[src/rtl/alarm_mon_pkg.sv]
package alarm_mon_pkg;

    typedef enum logic [0:0] {
        ST_IDLE  = 1'b0,
        ST_CHECK = 1'b1
    } mon_state_e;

    // Bit position of the upper-limit flag for a monitored index.
    // Channel c (index / qty) uses a group of 2*qty bits.
    // Within a group, quantity q takes the pair (high, low) counted from the top.
    function automatic int hi_bit_pos(input int idx, input int qty);
        hi_bit_pos = (idx / qty) * (2 * qty) + (2 * qty - 1) - 2 * (idx % qty);
    endfunction

endpackage

[src/rtl/alarm_ctrl_fsm.sv]
module alarm_ctrl_fsm
    import alarm_mon_pkg::*;
#(
    parameter int DATA_W = 12,
    parameter int IDX_W  = 3
) (
    input  logic              clk,
    input  logic              rst_n,
    input  logic              res_valid,
    input  logic [IDX_W-1:0]  res_idx,
    input  logic [DATA_W-1:0] res_data,
    output logic              chk_en,
    output logic [IDX_W-1:0]  chk_idx,
    output logic [DATA_W-1:0] chk_data
);

    mon_state_e state_q, state_d;

    always_comb begin
        state_d = state_q;
        unique case (state_q)
            ST_IDLE:  if (res_valid) state_d = ST_CHECK;   // IDLE_TO_CHECK
            ST_CHECK: state_d = res_valid ? ST_CHECK        // CHECK_TO_CHECK
                                          : ST_IDLE;        // CHECK_TO_IDLE
            default:  state_d = ST_IDLE;
        endcase
    end

    always_ff @(posedge clk or negedge rst_n) begin
        if (!rst_n) begin
            state_q  <= ST_IDLE;
            chk_idx  <= '0;
            chk_data <= '0;
        end else begin
            state_q <= state_d;
            if (res_valid) begin
                chk_idx  <= res_idx;
                chk_data <= res_data;
            end
        end
    end

    always_comb begin
        chk_en = (state_q == ST_CHECK);
    end

    assert_busy_follows_valid_R11: assert property (@(posedge clk) disable iff (!rst_n)
        res_valid |=> chk_en);

endmodule

[src/rtl/alarm_window_cmp.sv]
module alarm_window_cmp
    import alarm_mon_pkg::*;
#(
    parameter int DATA_W  = 12,
    parameter int IDX_W   = 3,
    parameter int NUM_MON = 6,
    parameter int NUM_QTY = 3,
    parameter int FLAG_W  = 12
) (
    input  logic                      chk_en,
    input  logic [IDX_W-1:0]          chk_idx,
    input  logic [DATA_W-1:0]         chk_data,
    input  logic [NUM_MON*DATA_W-1:0] thr_hi,
    input  logic [NUM_MON*DATA_W-1:0] thr_lo,
    output logic [FLAG_W-1:0]         set_vec
);

    for (genvar m = 0; m < NUM_MON; m++) begin : g_lane
        localparam int HB = hi_bit_pos(m, NUM_QTY);
        logic sel;
        assign sel            = chk_en && (chk_idx == IDX_W'(m));
        assign set_vec[HB]    = sel && (chk_data > thr_hi[m*DATA_W +: DATA_W]);
        assign set_vec[HB-1]  = sel && (chk_data < thr_lo[m*DATA_W +: DATA_W]);
    end

endmodule

[src/rtl/alarm_flag_reg.sv]
module alarm_flag_reg #(
    parameter int FLAG_W = 12
) (
    input  logic              clk,
    input  logic              rst_n,
    input  logic              clr_any,
    input  logic              chk_en,
    input  logic [FLAG_W-1:0] set_vec,
    output logic [FLAG_W-1:0] flag_q
);

    always_ff @(posedge clk or negedge rst_n) begin
        if (!rst_n) flag_q <= '0;
        else        flag_q <= (clr_any ? '0 : flag_q) | set_vec;
    end

    assert_sticky_R6: assert property (@(posedge clk) disable iff (!rst_n)
        !clr_any |=> ((flag_q & $past(flag_q)) == $past(flag_q)));

    assert_clear_empties_R8: assert property (@(posedge clk) disable iff (!rst_n)
        (clr_any && set_vec == '0) |=> (flag_q == '0));

    assert_alarm_from_check_R10: assert property (@(posedge clk) disable iff (!rst_n)
        $rose(|flag_q) |-> $past(chk_en));

endmodule

[src/rtl/alarm_window_monitor.sv]
module alarm_window_monitor
    import alarm_mon_pkg::*;
#(
    parameter int DATA_W  = 12,
    parameter int NUM_CH  = 2,
    parameter int NUM_QTY = 3,
    parameter int WORD_W  = 16,
    parameter int IDX_W   = 3
) (
    input  logic                              clk,
    input  logic                              rst_n,
    input  logic                              res_valid,
    input  logic [IDX_W-1:0]                  res_idx,
    input  logic [DATA_W-1:0]                 res_data,
    input  logic [NUM_CH*NUM_QTY*DATA_W-1:0]  thr_hi,
    input  logic [NUM_CH*NUM_QTY*DATA_W-1:0]  thr_lo,
    input  logic                              rd_strobe,
    input  logic                              sw_clear,
    output logic [WORD_W-1:0]                 flag_word,
    output logic                              alarm_out,
    output logic                              busy
);

    localparam int NUM_MON = NUM_CH * NUM_QTY;
    localparam int FLAG_W  = 2 * NUM_MON;
    localparam int PAD_W   = WORD_W - FLAG_W;

    logic              chk_en;
    logic [IDX_W-1:0]  chk_idx;
    logic [DATA_W-1:0] chk_data;
    logic [FLAG_W-1:0] set_vec;
    logic [FLAG_W-1:0] flag_q;

    alarm_ctrl_fsm #(.DATA_W(DATA_W), .IDX_W(IDX_W)) u_fsm (
        .clk      (clk),
        .rst_n    (rst_n),
        .res_valid(res_valid),
        .res_idx  (res_idx),
        .res_data (res_data),
        .chk_en   (chk_en),
        .chk_idx  (chk_idx),
        .chk_data (chk_data)
    );

    alarm_window_cmp #(
        .DATA_W(DATA_W), .IDX_W(IDX_W), .NUM_MON(NUM_MON),
        .NUM_QTY(NUM_QTY), .FLAG_W(FLAG_W)
    ) u_cmp (
        .chk_en  (chk_en),
        .chk_idx (chk_idx),
        .chk_data(chk_data),
        .thr_hi  (thr_hi),
        .thr_lo  (thr_lo),
        .set_vec (set_vec)
    );

    alarm_flag_reg #(.FLAG_W(FLAG_W)) u_flags (
        .clk    (clk),
        .rst_n  (rst_n),
        .clr_any(rd_strobe | sw_clear),
        .chk_en (chk_en),
        .set_vec(set_vec),
        .flag_q (flag_q)
    );

    always_comb begin
        flag_word = {{PAD_W{1'b0}}, flag_q};
        alarm_out = |flag_q;
        busy      = chk_en;
    end

endmodule

[config.mk]
export PLATFORM = sky130hd
export DESIGN_NAME = alarm_window_monitor
export DESIGN_NICKNAME = d
export VERILOG_FILES = /design/src/rtl/alarm_mon_pkg.sv /design/src/rtl/alarm_ctrl_fsm.sv /design/src/rtl/alarm_window_cmp.sv /design/src/rtl/alarm_flag_reg.sv /design/src/rtl/alarm_window_monitor.sv
export SDC_FILE = /design/constraint.sdc
export NUM_CORES = 1
export LEC_CHECK = 0
export BUFFER_PORTS_ARGS = -buffer_cell sky130_fd_sc_hd__buf_2
export CORE_ASPECT_RATIO = 0.9
export CORE_MARGIN = 8
export CORE_UTILIZATION = 51
export CTS_CLUSTER_SIZE = 24
export DETAILED_ROUTE_END_ITERATION = 16
export GPL_TIMING_DRIVEN = 0
export HOLD_SLACK_MARGIN = 0.08
export PLACE_DENSITY = 0.91
export SKIP_CTS_REPAIR_TIMING = 1
export SLEW_MARGIN = 10
export SYNTH_ARGS = -nofsm -noshare
export SYNTH_HDL_FRONTEND = slang
export SYNTH_SLANG_ARGS = --single-unit
[constraint.sdc]
create_clock -name clk -period 4.79 [get_ports clk]
set_input_delay 0.958 -clock clk [delete_from_list [all_inputs] [get_ports clk]]
set_output_delay 0.958 -clock clk [all_outputs]
set_load 0.02 [all_outputs]
### Word level (Yosys, flattened, before mapping)

Cells that the tools add are included.

| cells by class | value |
|---|---|
| $lt $le $gt $ge | 12 |
| eq/ne operators | 5 |
| multiplexer cells | 2 |
| bitwise logic cells | 2 |
| reduce and logical (&&, ||, !) cells | 20 |

Operators by type and width:

| kind | count |
|---|---|
| > comparator 12 bit | 6 |
| < comparator 12 bit | 6 |
| logical AND 1 bit | 18 |
| 2-to-1 mux 12 bit | 1 |
| OR 12 bit | 1 |
| OR reduction 12 bit | 1 |
| == test 3 x 2 -> 1 bit, second input constant | 2 |
| == test 3 bit, second input constant | 2 |
| == test 3 x 1 -> 1 bit, second input constant | 1 |
| logical NOT 3 bit | 1 |
| 2-to-1 mux 1 bit | 1 |
| OR 1 bit | 1 |

| word-level totals | value |
|---|---|
| register bits after elaboration | 28 |
| input bits | 164 |
| output and inout port bits | 18 |
| logic and storage cells | 45 |

### Depth between registers and ports, before layout

Gate-level depths: netlist of the first run.

| depth | value |
|---|---|
| depth after elaboration | 4 |
| mapped depth | 7 |
| mapped depth without buffers | 7 |

### Modules after synthesis

A second synthesis of the first run with hierarchy kept.

| second synthesis, totals | value |
|---|---|
| cell total of the unflattened synthesis | 536 |
| area total of the unflattened synthesis | 4588.2 um^2 |

Modules (own cells, without submodules):

| module | times used | cells an instance | area an instance (um^2) |
|---|---|---|---|
| alarm_window_cmp | 1 | 467 | 3478.3 |
| alarm_ctrl_fsm | 1 | 33 | 638.1 |
| alarm_flag_reg | 1 | 26 | 407.9 |
| alarm_window_monitor | 1 | 10 | 63.8 |

### Worst setup path after synthesis of the first run

Ideal clock, no wire load.

| timing | value |
|---|---|
| path kind | input port to flip-flop |
| start point | input thr_hi[25] |
| end point | register u_flags.flag_q[1] |
| library setup time | 0.131 ns |
| data arrival time | 2.050 ns |
| path slack | 2.609 ns |
| stages | 7 |
| cells stage by stage | inv_1 ha_1 nor2b_1 o211ai_1 a211oi_1 a2111oi_0 o21ai_1 |

| on the way | value |
|---|---|
| cells in the longest elaborated chain, start to end | 3 |

RTL lines:

| item | line | RTL |
|---|---|---|
| start: declaration | alarm_window_monitor.sv:15 | `input logic [NUM_CH*NUM_QTY*DATA_W-1:0] thr_hi,` |
| > comparator 12 bit | alarm_window_cmp.sv:22 | `assign set_vec[HB] = sel && (chk_data > thr_hi[m*DATA_W +: DATA_W]);` |
| logical AND 1 bit | alarm_window_cmp.sv:22 |  |
| OR 12 bit | alarm_flag_reg.sv:14 | `else flag_q <= (clr_any ? '0 : flag_q) \| set_vec;` |
| end signal: assignment | alarm_flag_reg.sv:14 |  |
| end: declaration | alarm_flag_reg.sv:9 | `output logic [FLAG_W-1:0] flag_q` |

Every way passes these cells.
A chain may end at the register's enable or synchronous reset.

### Worst setup path in the final report of the first run

| timing | value |
|---|---|
| start point | register u_flags.flag_q[2] |
| end point | output alarm_out |

| on the way | value |
|---|---|
| cells in the longest elaborated chain, start to end | 1 |

RTL lines:

| item | line | RTL |
|---|---|---|
| OR reduction 12 bit | alarm_window_monitor.sv:68 | `alarm_out = \|flag_q;` |
| end: declaration | alarm_window_monitor.sv:20 | `output logic alarm_out,` |

Every way passes these cells.

==> run summary, run 1 <==
Run status = completed
Worst Tran Pin Value = 0.829 ns
Reg2Reg Depth = 6
Vias in the first global route = 5163
Clock root buffer = clkbuf_8
Met3 routed WL = 1170 um
Worst setup SP type = flop
CP cell instances = nor4_1 -> nand3_1 -> buf_2
Met1 WL = 6040 um
WL met2 = 7230 um
Placed Area = 5580 um^2
Worst endpoint required time = 3.83 ns
Ys Warns = 0
Final core occ = 0.657
Crit-path max cell delay = 0.48 ns
Area of the core = 8610 um^2
First-pass DRT Iterations = 5
VDD IR max = 0.191 mV
Slowest stage cell, crit path = nor4_1
Flop pwr share = 0.325
Final ANT Viol Nets = 0
Syn avg cell area = 8.19 um^2
Layout cells sized above 1 = 0.282
Cell Pwr Density = 178 nW/um^2
Worst Path Arrival = 1.50 ns
Area Growth Syn to Fin = 24.7%
Fillers = 741
Tot GR Track Use = 0.239
Via count = 4718
Die Wd = 115 um
RR Startpoint = u_fsm.chk_data[1]
Endpoints failing setup = 0
FF/Latch Area = 701 um^2
Ys async rst share = 1.00
Worst setup EP type = output port
Remaining DRCs = 0
Hold path depth = 2
Vias per std cell = 5.50
Critical Path Fanout Max = 4
Mapped Cells = 554
Global-route wire length before repair = 23500 um
R2r setup slk = 2.42 ns
Post-layout nets = 1041
# H-tree levels = 1
Die Area = 12200 um^2
Mapped cell area = 4540 um^2
Simple-gate share of the synthesized area = 0.133
Finished Cell Area = 5660 um^2
WL/cell = 17.3 um
Internal power = 605 uW
DRT iter0 DRCs = 254
Worst hold margin = 0.532 ns
Slew headroom = 0.448
Final worst-path cycle share = 0.514
Leak = 0.00347 uW
Final-report hold violation count = 0
Setup TNS = 0 ns
RSZ-0062 raised after global routing = no
Sw Share = 0.399
Number of buffers added on ports = 177
F_max = 406 MHz
Starting Density = 0.527
Worst hold path endpoint = u_flags.flag_q[1]
Post-Synth Adder-Cell Area = 0.381
R2r endpoint = u_flags.flag_q[1]
CTS tree = yes
Tightest Hold Check Type = reg2reg
Worst skew pair latency = 0.27 ns
Largest family of logic cells by synthesized area = adder cells
Area of the multi-input gates = 3300 um^2
Synth Flop Type = dfrtp_1
Sink Count = 28
Comb pwr share = 0.487
Num rows = 32
Routability Congestion = 0.847
Clock power frac = 0.188
Hold path startpoint = u_flags.flag_q[1]
Largest net degree at the start of global routing = 29
Post-Synth XOR/XNOR Area = 0
CTS buffer count = 3
Max-Cap Viols = 0
Max layer used = met5
I/O Pins = 182
Seq/Total Area, Yosys = 0.154
EDFF count, synth = 0
Compound-Gate Fraction of Synth Area = 0.175
Clk buf depth = 2
Clock skew = 0.00262 ns
P_sw = 401 uW
Fin crit period = 2.46 ns
Clock-pin slew on the worst setup and hold paths = 0.10 ns
Dpl hpwl = 12200 um
Final WL = 14800 um
Max-slew violations = 0
Mux contribution to synthesized area = 0.0348
Setup CP Type = reg2out
Antenna violations before repair = 2
Netlist cell types = 40
#FFs+latches synth = 28
Die Span Y = 105 um
Grt total ovfl = 0
==> state kept, by name, summed over array words and instances (netlist names) <==
register	flops
u_flags.flag_q	12
u_fsm.chk_data	12
u_fsm.chk_idx	3
u_fsm.chk_en	1
==> synth_stat cells, types with 12 or more instances <==
cell type	instances	area, um^2
a211oi_1	12	90.1
a21o_1	18	135
a21oi_1	40	200
dfrtp_1	28	701
ha_1	138	1730
inv_1	133	499
mux2_2	14	158
nand2_1	29	109
nand3_1	14	70.1
nand4_1	23	144
nor2_1	14	52.6
o21ai_0	14	70.1
==> layout make-up <==
cell class,instances,area share
diodes,1,0.000442
plain buffers,8,0.00907
clock buffers,3,0.00730
clock inverters,1,0.00531
inverters,133,0.0883
multi-input cells,388,0.583
flip-flops and latches,28,0.124
well taps,119,0.0263
repair buffers,177,0.157
==> kinds of logic after synthesis <==
| group | Yosys count |
|---|---|
| buf+inv | 141 |
| flops | 28 |
| fa+ha+maj | 138 |
| simple gates | 114 |
| mux | 14 |
| other cells | 1 |
| compound gates | 118 |
==> power by group through the flow <==
stage                     registers [uW]  clock network (uW)  logic [uW]
after CTS                            325                 192         490
after detailed placement             330                   0         486
after floorplan                      301                   0         311
after global routing                 330                 199         559
final                                327                 189         490
after global placement               330                   0         444
==> layout by cell type, fill, tap and decap left out, types with 5 or more instances in the layout <==
master / instances
nand4_1: 23
nand3_1: 14
nand2_1: 29
ha_1: 138
o21ai_0: 14
o21ai_1: 5
a22oi_1: 5
nor2_1: 14
mux2_2: 14
a211oi_1: 12
o211ai_1: 5
nor4_1: 5
nand2b_1: 6
inv_1: 133
buf_2: 179
a2111oi_0: 5
a21oi_1: 40
a21o_1: 18
buf_4: 5
dfrtp_1: 28
nor2b_1: 6
==> worst max-delay path by stage <==
stage,startpoint,endpoint,slack (ns),cells past startpoint
after floorplan,thr_hi[25],u_flags.flag_q[1],2.61,7
after global placement,thr_hi[25],u_flags.flag_q[1],2.31,8
after detailed placement,thr_hi[25],u_flags.flag_q[1],2.25,8
after CTS,u_flags.flag_q[2],alarm_out,2.29,3
after global routing,u_flags.flag_q[2],alarm_out,2.24,3
final,u_flags.flag_q[2],alarm_out,2.33,3
==> critical path: cells and delay by family, from the launching register on <==
| family | cells | cell delay [ns] |
|---|---|---|
| buf+inv | 1 | 0.18 |
| flops | 1 | 0.42 |
| simple gates | 2 | 0.62 |
==> metrics by stage <==
step,std cells,setup WS (ns),power [uW]
after detailed placement,853,2.25,816
after floorplan,557,2.61,613
final,858,2.33,1010
after CTS,857,2.29,1010
after global routing,858,2.24,1090
after global placement,853,2.31,774
==> layer usage <==
metal  vias up  track usage
met5         -            0
li1       2309            -
met2       193        0.427
met4         2       0.0797
met1      2176        0.274
met3        38       0.0519
No activity file was read; power rests on OpenSTA's default activity.
==> run 2: changes to the inputs <==
--- a/config.mk
+++ b/config.mk
@@ -5,6 +5,7 @@
 export SDC_FILE = /design/constraint.sdc
 export NUM_CORES = 1
 export LEC_CHECK = 0
+export ABC_AREA = 1
 export BUFFER_PORTS_ARGS = -buffer_cell sky130_fd_sc_hd__buf_2
 export CORE_ASPECT_RATIO = 0.9
 export CORE_MARGIN = 8
@@ -13,7 +14,7 @@
 export DETAILED_ROUTE_END_ITERATION = 16
 export GPL_TIMING_DRIVEN = 0
 export HOLD_SLACK_MARGIN = 0.08
-export PLACE_DENSITY = 0.91
+export PLACE_DENSITY = 0.89
 export SKIP_CTS_REPAIR_TIMING = 1
 export SLEW_MARGIN = 10
 export SYNTH_ARGS = -nofsm -noshare
==> constraint.sdc (replaced) <==
create_clock -name clk -period 2.5 [get_ports clk]
set_input_delay 0.5 -clock clk [delete_from_list [all_inputs] [get_ports clk]]
set_output_delay 0.5 -clock clk [all_outputs]
set_load 0.02 [all_outputs]
==> run 2 against run 1 <==
  * Power grew 100%
  * Wire length shrank 3.7%
  * Clock power grew 93%
  * Highest routed layer unchanged
  * Sequential share of layout area shrank 1.1 points
  * Worst setup slack lost 1.7 ns
  * Design area grew 10%
  * Non-clock buffer count shrank 1
  * Hold slack lost 0.30 ns
  * First-iteration DRC count shrank 31%
  * Largest cell class unchanged
  * Synthesized area grew 12%
==> run summary, run 2 <==
Worst Path Arrival = 2.06 ns
Top post-synthesis cells by count = nand2_1, inv_1, ha_1
Die Area = 13500 um^2
Placed Instances = 1083
Syn avg cell area = 6.57 um^2
Netlist cell types = 25
Max-Cap Viols = 0
Clock root buffer = clkbuf_8
Sink Count = 28
VDD IR max = 0.228 mV
Synth Flop Type = dfrtp_1
Num rows = 34
Flop pwr share = 0.295
Post-Layout Cell Count = 1087
# H-tree levels = 1
Most frequent cells in the layout = nand2_1, inv_1, buf_2, ha_1, a21oi_1
Seq/Total Area, Yosys = 0.137
Reg2Reg Depth = 8
Tot GR Track Use = 0.208
Final WL = 14300 um
Crit-path max cell delay = 0.83 ns
EDFF count, synth = 0
CP most frequent cell = nand2_1
Mapped Cells = 777
Final ANT Viol Nets = 0
CTS buffer count = 3
Worst Tran Pin Value = 0.738 ns
WL/cell = 13.1 um
Die Wd = 121 um
R2r setup slk = 0.61 ns
Ant diodes = 0
Leak = 0.00429 uW
First-pass DRT Iterations = 5
Biggest regs = u_flags.flag_q x12, u_fsm.chk_data x12, u_fsm.chk_idx x3
Largest cells by area after synthesis = ha_1, nand2_1, inv_1
Worst hold margin = 0.235 ns
Vias per std cell = 4.65
Critical Path Fanout Max = 13
Most frequent cell after synthesis = nand2_1
Worst setup EP type = flop
Mux contribution to synthesized area = 0.0258
Post-layout nets = 1264
Final core occ = 0.642
Layout cells sized above 1 = 0.237
Area of the core = 9700 um^2
Slew headroom = 0.508
Final-report hold violation count = 0
Worst endpoint required time = 2.68 ns
Simple-gate share of the synthesized area = 0.268
Post-Synth Adder-Cell Area = 0.338
Endpoints failing setup = 0
Setup TNS = 0 ns
Fin crit period = 1.89 ns
Starting Density = 0.526
#FFs+latches synth = 28
Remaining DRCs = 0
Cell Pwr Density = 327 nW/um^2
Global-route wire length before repair = 23000 um
Number of buffers added on ports = 177
WL met2 = 6520 um
Worst setup SP type = flop
Clock skew = 0.00525 ns
Commonest non-fill, non-tap cell in the layout = nand2_1
Internal power = 1180 uW
Clock power frac = 0.180
Sw Share = 0.420
Dpl hpwl = 12000 um
Run status = completed
Worst skew pair latency = 0.28 ns
DRT iter0 DRCs = 174
Area Growth Syn to Fin = 22.1%
Setup CP Type = reg2reg
Tightest Hold Check Type = in2async
Clk buf depth = 2
Final worst-path cycle share = 0.755
Met3 routed WL = 1230 um
Post-Synth XOR/XNOR Area = 0
Clock-pin slew on the worst setup and hold paths = 0.10 ns
Antenna violations before repair = 1
CP cell instances = ha_1 -> nand2_1 -> nor2_1 -> and2_1 -> nand2_1 -> nand3_1 -> nand2_1 -> nand2_1
Ys async rst share = 1.00
Largest net degree at the start of global routing = 29
Vias in the first global route = 4995
Slowest stage cell, crit path = dfrtp_1
Met1 WL = 6380 um
Grt total ovfl = 0
Max layer used = met5
Max-slew violations = 0
Mapped cell area = 5100 um^2
P_sw = 854 uW
Compound-Gate Fraction of Synth Area = 0.0598
Comb pwr share = 0.525
RSZ-0062 raised after global routing = no
F_max = 530 MHz
Largest family of logic cells by synthesized area = adder cells
Ys Warns = 0
Via count = 5050
I/O Pins = 182
Area leader, netlist = ha_1
Pwr Total = 2030 uW
Routability Congestion = 0.843
CTS tree = yes
Top-area cell type share of the netlist area = 0.338
Die Span Y = 111 um
==> run 2: cell types whose count changed after synthesis, sizes merged, moves of 9 or more <==
cell	before	now
nand4	23	0
inv	133	215
a211oi	12	0
a21o	18	6
nand2	30	241
o21ai	19	10
nand3	14	26
nor2	15	41
==> run 2: cell families after synthesis <==
group	after synthesis
buf+inv	222
other cells	1
mux	11
fa+ha+maj	138
compound gates	58
flops	28
simple gates	319
==> run 2: final timing paths <==
kind	start	to
max in group asynchronous	rst_n	u_fsm.chk_data[8]
worst max register to register	u_fsm.chk_data[5]	u_flags.flag_q[5]
worst min register to register	u_flags.flag_q[6]	u_flags.flag_q[6]
min in group clk	res_valid	u_fsm.chk_en
worst max-delay path	u_fsm.chk_data[5]	u_flags.flag_q[5]
worst min-delay path	rst_n	u_fsm.chk_data[3]
==> run 2: layout make-up <==
type | instances | area [um^2]
buffer | 7 | 61.3
sequential | 28 | 701
clock inverter | 1 | 30.0
inverter | 215 | 807
multi-input combinational | 530 | 3540
fill | 912 | 3470
clock buffer | 3 | 41.3
timing repair buffer | 177 | 886
tap | 126 | 158
==> run 2: layer usage <==
layer,vias to the layer above,global-route usage
met2,142,0.354
li1,2734,-
met5,-,0
met4,2,0.0288
met1,2162,0.265
met3,10,0.0489
==> run 2: critical path, delay by kind of cell, from the launching register on <==
family | cells | cell delay (ns)
AND/OR/NAND/NOR | 7 | 0.59
flip-flops | 1 | 0.83
adder cells (fa/ha/maj) | 1 | 0.37
==> run 2: power groups by stage <==
stage               clock network [uW]  logic [uW]  registers [uW]
CTS                                376        1080             602
detailed placement                   0        1070             612
floorplan                            0         734             568
global route                       393        1250             609
global placement                     0        1020             606
finish                             365        1070             601
==> run 2: stage by stage <==
| step | area [um^2] | setup WS, ns |
|---|---|---|
| after floorplan | 5110 | 1.05 |
| after global placement | 6160 | 0.657 |
| after detailed placement | 6160 | 0.596 |
| after CTS | 6230 | 0.567 |
| after global routing | 6230 | 0.488 |
| final | 6230 | 0.613 |
==> run 3: changes to the inputs <==
--- a/config.mk
+++ b/config.mk
@@ -9,12 +9,12 @@
 export BUFFER_PORTS_ARGS = -buffer_cell sky130_fd_sc_hd__buf_2
 export CORE_ASPECT_RATIO = 0.9
 export CORE_MARGIN = 8
-export CORE_UTILIZATION = 51
+export CORE_UTILIZATION = 47
 export CTS_CLUSTER_SIZE = 24
 export DETAILED_ROUTE_END_ITERATION = 16
 export GPL_TIMING_DRIVEN = 0
 export HOLD_SLACK_MARGIN = 0.08
-export PLACE_DENSITY = 0.89
+export PLACE_DENSITY = 0.86
 export SKIP_CTS_REPAIR_TIMING = 1
 export SLEW_MARGIN = 10
 export SYNTH_ARGS = -nofsm -noshare
==> constraint.sdc (replaced) <==
create_clock -name clk -period 1.53 [get_ports clk]
set_input_delay 0.306 -clock clk [delete_from_list [all_inputs] [get_ports clk]]
set_output_delay 0.306 -clock clk [all_outputs]
set_load 0.02 [all_outputs]
==> run 3 against run 2 <==
  * The run now ends with setup timing left
  * Count of clock-buffer cells in the layout did not move
  * Power is 95% higher
  * Worst setup slack worse by 0.74 ns
  * Critical path depth is 1 higher
  * Clock skew is 0.0011 ns lower
  * Die area rose by 7.3%
  * First-iteration DRC count increased by 25%
  * Final cell count rose by 2.3%
  * Register-to-register slack worse by 0.74 ns
  * Clock power increased by 120%
  * Critical path type unchanged
  * Critical endpoint unchanged
  * Largest power group unchanged
  * Highest routed layer is now met4
==> run summary, run 3 (synthesized netlist as in run 2, its figures left out) <==
Fin worst setup slack = -0.122 ns
Critical Path Fanout Max = 8
Ant diodes = 0
CTS tree = yes
Slowest stage cell, crit path = dfrtp_4
Layout cells sized above 1 = 0.308
Die Area = 14400 um^2
Tightest Hold Check Type = in2async
Via count = 5204
Routability Congestion = 0.818
Biggest regs = u_flags.flag_q x12, u_fsm.chk_data x12, u_fsm.chk_idx x3
Final ANT Viol Nets = 0
Clk buf depth = 2
Final WL = 16100 um
Setup CP Type = reg2reg
I/O Pins = 182
Post-layout nets = 1282
RSZ-0062 raised after global routing = yes
Clock-pin slew on the worst setup and hold paths = 0.07 ns
Vias in the first global route = 4832
VDD IR max = 0.477 mV
Crit-path max cell delay = 0.57 ns
Tot GR Track Use = 0.191
Fin crit period = 1.65 ns
Setup TNS = -0.873 ns
Comb pwr share = 0.558
Slew headroom = 0.543
Placed Instances = 1090
Clock root buffer = clkbuf_16
Num rows = 36
Vias per std cell = 4.68
CP top delay family = flip-flops
Clock skew = 0.00415 ns
Commonest non-fill, non-tap cell in the layout = nand2_1
Area Growth Syn to Fin = 37.1%
Cell Pwr Density = 567 nW/um^2
Clock power frac = 0.199
Max-slew violations = 0
Sw Share = 0.404
WL/cell = 14.5 um
Worst setup EP type = flop
Global-route wire length before repair = 22500 um
Worst Path Buf+Inv = 1
Worst endpoint required time = 1.69 ns
Placed Area = 6160 um^2
First-pass DRT Iterations = 4
Area of the core = 10700 um^2
# H-tree levels = 1
Run status = complete, but fails checks
P_sw = 1600 uW
DP Worst Slack = -0.362 ns
Failing checks = setup timing
Sink Count = 28
Internal power = 2370 uW
Finished Cell Area = 6990 um^2
CP cell instances = buf_6 -> ha_1 -> nand2_2 -> nor2_4 -> and2_1 -> nand2_1 -> nand3_1 -> nand2_2 -> nand2_1
Final-report hold violation count = 0
Remaining DRCs = 0
Number of buffers added on ports = 177
Post-Layout Cell Count = 1112
Worst setup SP type = flop
Grt total ovfl = 0
Max-Cap Viols = 0
Final worst-path cycle share = 1.08
Die Span Y = 115 um
Leak = 0.00446 uW
Largest net degree at the start of global routing = 29
Worst Path Arrival = 1.81 ns
Die Wd = 126 um
Antenna violations before repair = 0
Endpoints failing setup = 13
DRT iter0 DRCs = 218
Worst skew pair latency = 0.26 ns
CTS buffer count = 3
Starting Density = 0.476
Worst Tran Pin Value = 0.685 ns
Most frequent cells in the layout = nand2_1, inv_1, buf_2, ha_1, a21oi_1
Flop pwr share = 0.243
Dpl hpwl = 11700 um
F_max = 605 MHz
==> run 3: worst paths after layout <==
check / from / endpoint / slack [ns] / cells past startpoint
hold / removal: rst_n / u_fsm.chk_data[7] / 0.08 / 1
setup reg to reg: u_fsm.chk_data[8] / u_flags.flag_q[5] / -0.12 / 9
setup / recovery: u_fsm.chk_data[8] / u_flags.flag_q[5] / -0.12 / 9
min in group clk: res_valid / u_fsm.chk_en / 0.18 / 1
hold reg to reg: u_flags.flag_q[9] / u_flags.flag_q[9] / 0.51 / 2
max in group asynchronous: rst_n / u_fsm.chk_data[11] / 0.94 / 1
==> run 3: routing by layer <==
metal	wire length, um	global-route usage
met1	6920	0.241
met2	7410	0.332
met3	1270	0.0515
met4	480	0.0200
met5	0	0
==> run 3: power by group through the flow <==
stage / sequential (uW) / clock (uW) / combinational, uW
after floorplan: 929 / 0 / 1200
after global placement: 1000 / 0 / 1670
after detailed placement: 1000 / 0 / 1730
after CTS: 989 / 812 / 1740
after global routing: 973 / 834 / 2530
final: 962 / 791 / 2210
==> run 3: area by class of cell <==
class                      count  area (um^2)
sequential                    28          732
multi-input combinational    530         3980
clock inverter                 1         30.0
timing repair buffer         195         1140
inverter                     215          807
clock buffer                   3         75.1
tap                          133          166
fill                         895         3730
buffer                         7         61.3
==> run 3: through the flow <==
| step | hold slack, ns | utilization | power [uW] |
|---|---|---|---|
| floorplan | 0.0104 | - | 2130 |
| global route | 0.132 | 0.652 | 4330 |
| CTS | 0.0968 | 0.585 | 3540 |
| finish | 0.0761 | 0.652 | 3970 |
| global placement | 0.390 | 0.575 | 2670 |
| detailed placement | 0.384 | 0.575 | 2730 |
